File: src/rtl/cos_pkg.sv
package cos_pkg;
  localparam int unsigned COS_BANK_W = 32;
  typedef logic [COS_BANK_W-1:0] bank_word_t;

  typedef enum logic [1:0] {
    SEL_MASK  = 2'd0,
    SEL_LATCH = 2'd1,
    SEL_CLEAR = 2'd2,
    SEL_NONE  = 2'd3
  } bank_sel_e;

  typedef enum logic [1:0] {
    GSEL_ENABLE = 2'd0,
    GSEL_STATUS = 2'd1,
    GSEL_RSV2   = 2'd2,
    GSEL_RSV3   = 2'd3
  } glob_sel_e;

  // channels that toggled since last cycle and are selected
  function automatic bank_word_t qualified_toggles(bank_word_t cur, bank_word_t prev,
                                                   bank_word_t mask, logic bank_on);
    return (cur ^ prev) & mask & {COS_BANK_W{bank_on}};
  endfunction

  // a new snapshot is taken if the bank is idle or is being cleared now
  function automatic logic snapshot_allowed(logic evt, logic pending, logic clr);
    return evt && (!pending || clr);
  endfunction
endpackage

File: src/rtl/cos_bank.sv
module cos_bank
  import cos_pkg::*;
(
  input  logic       clk,
  input  logic       rst_n,
  input  bank_word_t din_cur,
  input  bank_word_t din_prev,
  input  logic       bank_on,
  input  logic       mask_we,
  input  bank_word_t wdata,
  input  logic       clr,
  output bank_word_t mask,
  output bank_word_t snap,
  output logic       pending,
  output logic       evt
);
  bank_word_t hits;
  logic       take;

  assign hits = qualified_toggles(din_cur, din_prev, mask, bank_on);
  assign evt  = |hits;
  assign take = snapshot_allowed(evt, pending, clr);

  always_ff @(posedge clk or negedge rst_n) begin
    if (!rst_n) begin
      mask <= '0;
    end else if (mask_we) begin
      mask <= wdata;
    end
  end

  always_ff @(posedge clk or negedge rst_n) begin
    if (!rst_n) begin
      pending <= 1'b0;
      snap    <= '0;
    end else begin
      if (clr) begin
        pending <= 1'b0;
        snap    <= '0;
      end
      if (take) begin
        pending <= 1'b1;
        snap    <= din_cur;
      end
    end
  end
endmodule

File: src/rtl/cos_regif.sv
module cos_regif
  import cos_pkg::*;
#(
  parameter int unsigned NUM_BANKS = 4,
  parameter int unsigned BIDX_W    = 2,
  localparam int unsigned ADDR_W   = BIDX_W + 3,
  localparam int unsigned FLAT_W   = NUM_BANKS * COS_BANK_W
) (
  input  logic                 wr_en,
  input  logic [ADDR_W-1:0]    addr,
  input  logic                 wbit0,
  input  logic [FLAT_W-1:0]    mask_all,
  input  logic [FLAT_W-1:0]    snap_all,
  input  logic [NUM_BANKS-1:0] enable,
  input  logic [NUM_BANKS-1:0] status,
  output logic [NUM_BANKS-1:0] mask_we,
  output logic [NUM_BANKS-1:0] clr_hit,
  output logic                 en_we,
  output logic [31:0]          rdata
);
  logic              is_glob;
  logic [BIDX_W-1:0] bidx;
  logic [1:0]        sel;

  assign is_glob = addr[ADDR_W-1];
  assign bidx    = addr[ADDR_W-2:2];
  assign sel     = addr[1:0];
  assign en_we   = wr_en && is_glob && (sel == GSEL_ENABLE);

  for (genvar b = 0; b < NUM_BANKS; b++) begin : g_dec
    logic here;
    assign here       = !is_glob && (bidx == BIDX_W'(b));
    assign mask_we[b] = wr_en && here && (sel == SEL_MASK);
    assign clr_hit[b] = wr_en && here && (sel == SEL_CLEAR) && wbit0;
  end

  always_comb begin
    rdata = '0;
    if (is_glob) begin
      case (sel)
        GSEL_ENABLE: rdata[NUM_BANKS-1:0] = enable;
        GSEL_STATUS: rdata[NUM_BANKS-1:0] = status;
        default:     rdata = '0;
      endcase
    end else begin
      for (int b = 0; b < NUM_BANKS; b++) begin
        if (bidx == BIDX_W'(b)) begin
          case (sel)
            SEL_MASK:  rdata = mask_all[b*COS_BANK_W +: COS_BANK_W];
            SEL_LATCH: rdata = snap_all[b*COS_BANK_W +: COS_BANK_W];
            default:   rdata = '0;
          endcase
        end
      end
    end
  end
endmodule

File: src/rtl/cos_irq_unit.sv
module cos_irq_unit
  import cos_pkg::*;
#(
  parameter int unsigned NUM_BANKS = 4,
  localparam int unsigned BIDX_W   = (NUM_BANKS > 1) ? $clog2(NUM_BANKS) : 1,
  localparam int unsigned ADDR_W   = BIDX_W + 3,
  localparam int unsigned FLAT_W   = NUM_BANKS * COS_BANK_W
) (
  input  logic              clk,
  input  logic              rst_n,
  input  logic [FLAT_W-1:0] din,
  input  logic              wr_en,
  input  logic [ADDR_W-1:0] addr,
  input  logic [31:0]       wdata,
  output logic [31:0]       rdata,
  output logic              irq
);
  logic [FLAT_W-1:0]    din_q;
  logic [FLAT_W-1:0]    mask_all;
  logic [FLAT_W-1:0]    latch_all;
  logic [NUM_BANKS-1:0] enable;
  logic [NUM_BANKS-1:0] status;
  logic [NUM_BANKS-1:0] bank_evt;
  logic [NUM_BANKS-1:0] clr_hit;
  logic [NUM_BANKS-1:0] mask_we;
  logic                 en_we;

  always_ff @(posedge clk or negedge rst_n) begin
    if (!rst_n) din_q <= '0;
    else        din_q <= din;
  end

  always_ff @(posedge clk or negedge rst_n) begin
    if (!rst_n)     enable <= '0;
    else if (en_we) enable <= wdata[NUM_BANKS-1:0];
  end

  for (genvar b = 0; b < NUM_BANKS; b++) begin : g_bank
    cos_bank u_bank (
      .clk     (clk),
      .rst_n   (rst_n),
      .din_cur (din[b*COS_BANK_W +: COS_BANK_W]),
      .din_prev(din_q[b*COS_BANK_W +: COS_BANK_W]),
      .bank_on (enable[b]),
      .mask_we (mask_we[b]),
      .wdata   (wdata),
      .clr     (clr_hit[b]),
      .mask    (mask_all[b*COS_BANK_W +: COS_BANK_W]),
      .snap    (latch_all[b*COS_BANK_W +: COS_BANK_W]),
      .pending (status[b]),
      .evt     (bank_evt[b])
    );
  end

  cos_regif #(.NUM_BANKS(NUM_BANKS), .BIDX_W(BIDX_W)) u_regif (
    .wr_en   (wr_en),
    .addr    (addr),
    .wbit0   (wdata[0]),
    .mask_all(mask_all),
    .snap_all(latch_all),
    .enable  (enable),
    .status  (status),
    .mask_we (mask_we),
    .clr_hit (clr_hit),
    .en_we   (en_we),
    .rdata   (rdata)
  );

  assign irq = |status;
endmodule

File: config.mk
export PLATFORM = sky130hd
export DESIGN_NAME = cos_irq_unit
export DESIGN_NICKNAME = d
export VERILOG_FILES = /design/src/rtl/cos_pkg.sv /design/src/rtl/cos_bank.sv /design/src/rtl/cos_regif.sv /design/src/rtl/cos_irq_unit.sv
export SDC_FILE = /design/constraint.sdc
export NUM_CORES = 1
export LEC_CHECK = 0
export BUFFER_PORTS_ARGS = -buffer_cell sky130_fd_sc_hd__clkbuf_2
export CAP_MARGIN = 20
export CELL_PAD_IN_SITES_DETAIL_PLACEMENT = 2
export CELL_PAD_IN_SITES_GLOBAL_PLACEMENT = 2
export CORE_MARGIN = 10
export CORE_UTILIZATION = 37
export CTS_CLUSTER_SIZE = 12
export DETAILED_ROUTE_END_ITERATION = 8
export PLACE_DENSITY_LB_ADDON = 0.1
export SYNTH_ARGS = -nofsm -noshare
export SYNTH_HDL_FRONTEND = slang
export SYNTH_SLANG_ARGS = --single-unit
File: constraint.sdc
create_clock -name clk -period 1.8 [get_ports clk]
set_input_delay 0.18 -clock clk [delete_from_list [all_inputs] [get_ports clk]]
set_output_delay 0.18 -clock clk [all_outputs]
set_load 0.03 [all_outputs]
==> reports/qor.txt <==
STATUS
----------------------------------------------------------------------------------------
Outcome                                                                     complete, but fails checks
Failing checks                                                              negative setup slack

FLOORPLANNING
----------------------------------------------------------------------------------------
Ports                                                                                201
Cell row count                                                                        80
Die Outline Area                                                            0.0574 sq mm
Core area                                                                   0.0477 sq mm
Die extent in x                                                              240 microns
Initial standard-cell utilization of the core                                      0.374
Die outline height                                                           240 microns

STA
----------------------------------------------------------------------------------------
Post-route minimum period                                                        2.54 ns
Count of final setup violators                                                       165
Hold Worst Slack                                                               0.0696 ns
Portion of the clock cycle consumed by the worst path in the final layout           1.41
Unrepaired setup endpoints after global routing                                     true
Worst slew pin tran                                                             0.567 ns
Fin. max-slew vios                                                                     0
Highest clock rate                                                             0.394 GHz
Final setup skew                                                               0.0272 ns
Least setup slack across all paths after layout                                -0.740 ns
Fin. Hold Viols                                                                        0
Final total negative setup slack                                               -89.75 ns
Worst slew margin relative to its limit                                            0.622

LOGIC SYNTHESIS
----------------------------------------------------------------------------------------
Post-synthesis async set-or-reset flop share                                        1.00
Net count after synthesis                                                           1528
Portion of synthesized cell area occupied by the leading cell type                 0.550
Number of synthesized flops with an enable pin                                         0
Sequential share of the synthesized area                                           0.550
Top post-synthesis cells by count                                           dfrtp_1, mux2i_1, nand2_1
Most used standard cell by instance count after synthesis                        dfrtp_1
Gate Count Post-Synth                                                               1360
Post-synthesis cell type count                                                        37
Total standard cell area after synthesis                                    0.0178 sq mm
Post-synthesis sequential element count                                              392
Avg Cell Area, Syn                                                            13.1 sq um
Count of warnings emitted by yosys                                                     0
Biggest area consumer among synthesized cells                                    dfrtp_1
Synth top area cells                                                        dfrtp_1, mux2i_1, mux2_1
Most instantiated flip-flop cell in the synthesis netlist                        dfrtp_1

ROUTE
----------------------------------------------------------------------------------------
Number of detailed-route iterations in the first pass                                  5
Antenna Violating Nets Remaining                                                       0
Post-route DRC                                                                         0
Wire length per cell                                                        34.1 microns
Detailed router's first-iteration violation count                                   1200
Vias                                                                               15000
Average vias per placed instance                                                    5.53
Detailed Route WL                                                           92600 microns

FINISH
----------------------------------------------------------------------------------------
Area growth syn-to-layout                                                          50.6%
Filler cell count in the final layout                                               4311
Number of standard cells in the final layout excluding fillers                      2716
Ratio of cells with drive above 1 in the final layout                              0.392
Final layout net count                                                              2229

FLOW RUN
----------------------------------------------------------------------------------------
Number of max-capacitance violations reported                                          0

CLOCKING
----------------------------------------------------------------------------------------
Clock buffer depth                                                                     3
Latest clock arrival within the worst-skew pair                                  0.60 ns
Clock tree root driver cell                                                    clkbuf_16
Num CTS Buffers                                                                       47
H-Tree Depth                                                                           2
Number of clock sinks                                                                392
Clock tree from TritonCTS                                                            yes
Clock Pin Slew Worst Setup and Hold Paths                                        0.06 ns

GRT
----------------------------------------------------------------------------------------
Wire length of the first global-routing pass                                124000 microns
Initial antenna violation count                                                        9
Overflow left after global routing                                                     0
Via count of the first global-routing pass                                         17400
Maximum number of pins on one net before global-route repair                          90
Overall fraction of global-route tracks in use                                     0.298

SETUP PATH
----------------------------------------------------------------------------------------
Crit path kind                                                              register to register
Worst EP required                                                                2.29 ns
Max FO, Critical Path                                                                  7
Critical path data arrival time                                                  3.03 ns
Critical Path Start Type                                                        register
Endpoint class of the critical path                                             register

PLACEMENT
----------------------------------------------------------------------------------------
Placed Instances                                                                    2368
Post-DP HPWL                                                                49700 microns
Final GP Congestion                                                                0.816
Buffers added on ports                                                               200

PWR
----------------------------------------------------------------------------------------
Power per cell area                                                         1260 mW/mm^2
Maximum ir drop on the vdd rail                                                 0.684 mV
Reported leakage power                                                           12.9 nW

WORST HOLD PATH
----------------------------------------------------------------------------------------
Min-Delay Path Class                                                        input port to register

[per-stage QoR]
step / utilization / total power, W / worst slack, ns / area (sq um)
final: 0.563 / 0.0340 / -0.740 / 26900
after global routing: 0.562 / 0.0349 / -0.742 / 26800
after CTS: 0.554 / 0.0318 / -0.641 / 26400
after detailed placement: 0.453 / 0.0201 / -0.469 / 21600
after global placement: 0.453 / 0.0195 / -0.401 / 21600
after floorplan: - / 0.0162 / -0.122 / 18100
[power by group]
group | switching [W] | total, W | internal [W]
Combinational | 0.00547 | 0.0107 | 0.00526
Sequential | 0.00202 | 0.0130 | 0.0110
Clock | 0.00428 | 0.0102 | 0.00592
Total | 0.0118 | 0.0340 | 0.0222
[cells in the final DEF (no fill, tap or decap), types with 14 or more instances in the layout]
| master | instances |
|---|---|
| dfrtp_1 | 390 |
| buf_4 | 261 |
| clkbuf_2 | 164 |
| dlygate4sd3_1 | 162 |
| nand2_1 | 138 |
| inv_1 | 129 |
| xor2_1 | 128 |
| mux2_1 | 122 |
| mux2i_1 | 113 |
| mux4_2 | 60 |
| buf_6 | 56 |
| clkbuf_16 | 49 |
| clkbuf_8 | 41 |
| mux2i_2 | 38 |
| a22oi_1 | 33 |
| buf_12 | 27 |
| nor2_2 | 23 |
| mux2_2 | 14 |
[cells by family (layout without fill, tap and decap cells)]
| kind of cell | after synthesis | count (layout) | share of synthesized area |
|---|---|---|---|
| mux | 358 | 358 | 0.253 |
| compound gates | 86 | 86 | 0.0380 |
| buf+inv | 196 | 931 | 0.0501 |
| xor+xnor | 128 | 128 | 0.0629 |
| simple gates | 200 | 200 | 0.0465 |
| flops | 392 | 392 | 0.550 |
| other cells | 0 | 6 | 0 |
[area by class of cell]
type                       instances  area [sq um]  share of cell area
clock buffer                      70          1440              0.0534
antenna                            6          15.0            0.000559
sequential                       392          9810               0.365
inverter                         129           484              0.0180
timing repair buffer             719          6420               0.239
clock inverter                    13           146             0.00545
tap                              615           769              0.0287
multi-input combinational        772          7770               0.289
[per-layer routing]
layer  track usage  vias to the layer above  part of all wire
met5             0                        -                 0
met4         0.130                        0             0.044
met3        0.0541                      215             0.052
met2         0.535                      606              0.53
met1         0.340                     8121              0.38
li1              -                     6089                 -
[flip-flops by register name, summed over array words and instances (netlist names)]
| signal | flops |
|---|---|
| g_bank.u_bank.snap | 128 |
| g_bank.u_bank.mask | 128 |
| g_bank.u_bank.pending | 4 |
| enable | 4 |
| din_q | 128 |
[worst max-delay path, stage by stage, from the launching register on]
cell,delay (ns)
dfrtp_1,0.41
xor2_1,0.23
a22oi_2,0.34
nand4_1,0.22
or4_4,0.56
and3_4,0.26
buf_12,0.18
mux2i_2,0.22
[final timing paths]
path	startpoint	to	slack (ns)	depth (start not counted)
worst max register to register	din_q[18]$_DFF_PN0_	g_bank[0].u_bank.snap[13]$_DFFE_PN0P_	-0.74	7
min in group asynchronous	rst_n	g_bank[0].u_bank.mask[23]$_DFFE_PN0P_	0.54	3
worst min register to register	g_bank[1].u_bank.mask[24]$_DFFE_PN0P_	g_bank[1].u_bank.mask[24]$_DFFE_PN0P_	0.53	1
worst max-delay path	din_q[18]$_DFF_PN0_	g_bank[0].u_bank.snap[13]$_DFFE_PN0P_	-0.74	7
max in group asynchronous	rst_n	g_bank[0].u_bank.snap[5]$_DFFE_PN0P_	0.33	4
worst min-delay path	wdata[11]	g_bank[2].u_bank.mask[11]$_DFFE_PN0P_	0.07	2
[what timing repair did]
item                       in CTS  in global routing
cloned                         14                  0
gates resized for setup       170                 83
pin swaps                      29                 30
hold endpoints to repair      731                  0
buffers inserted               67                 23
setup endpoints to repair     165                165
hold buffers                  162                  0
Power figures use the tool's default switching activity.
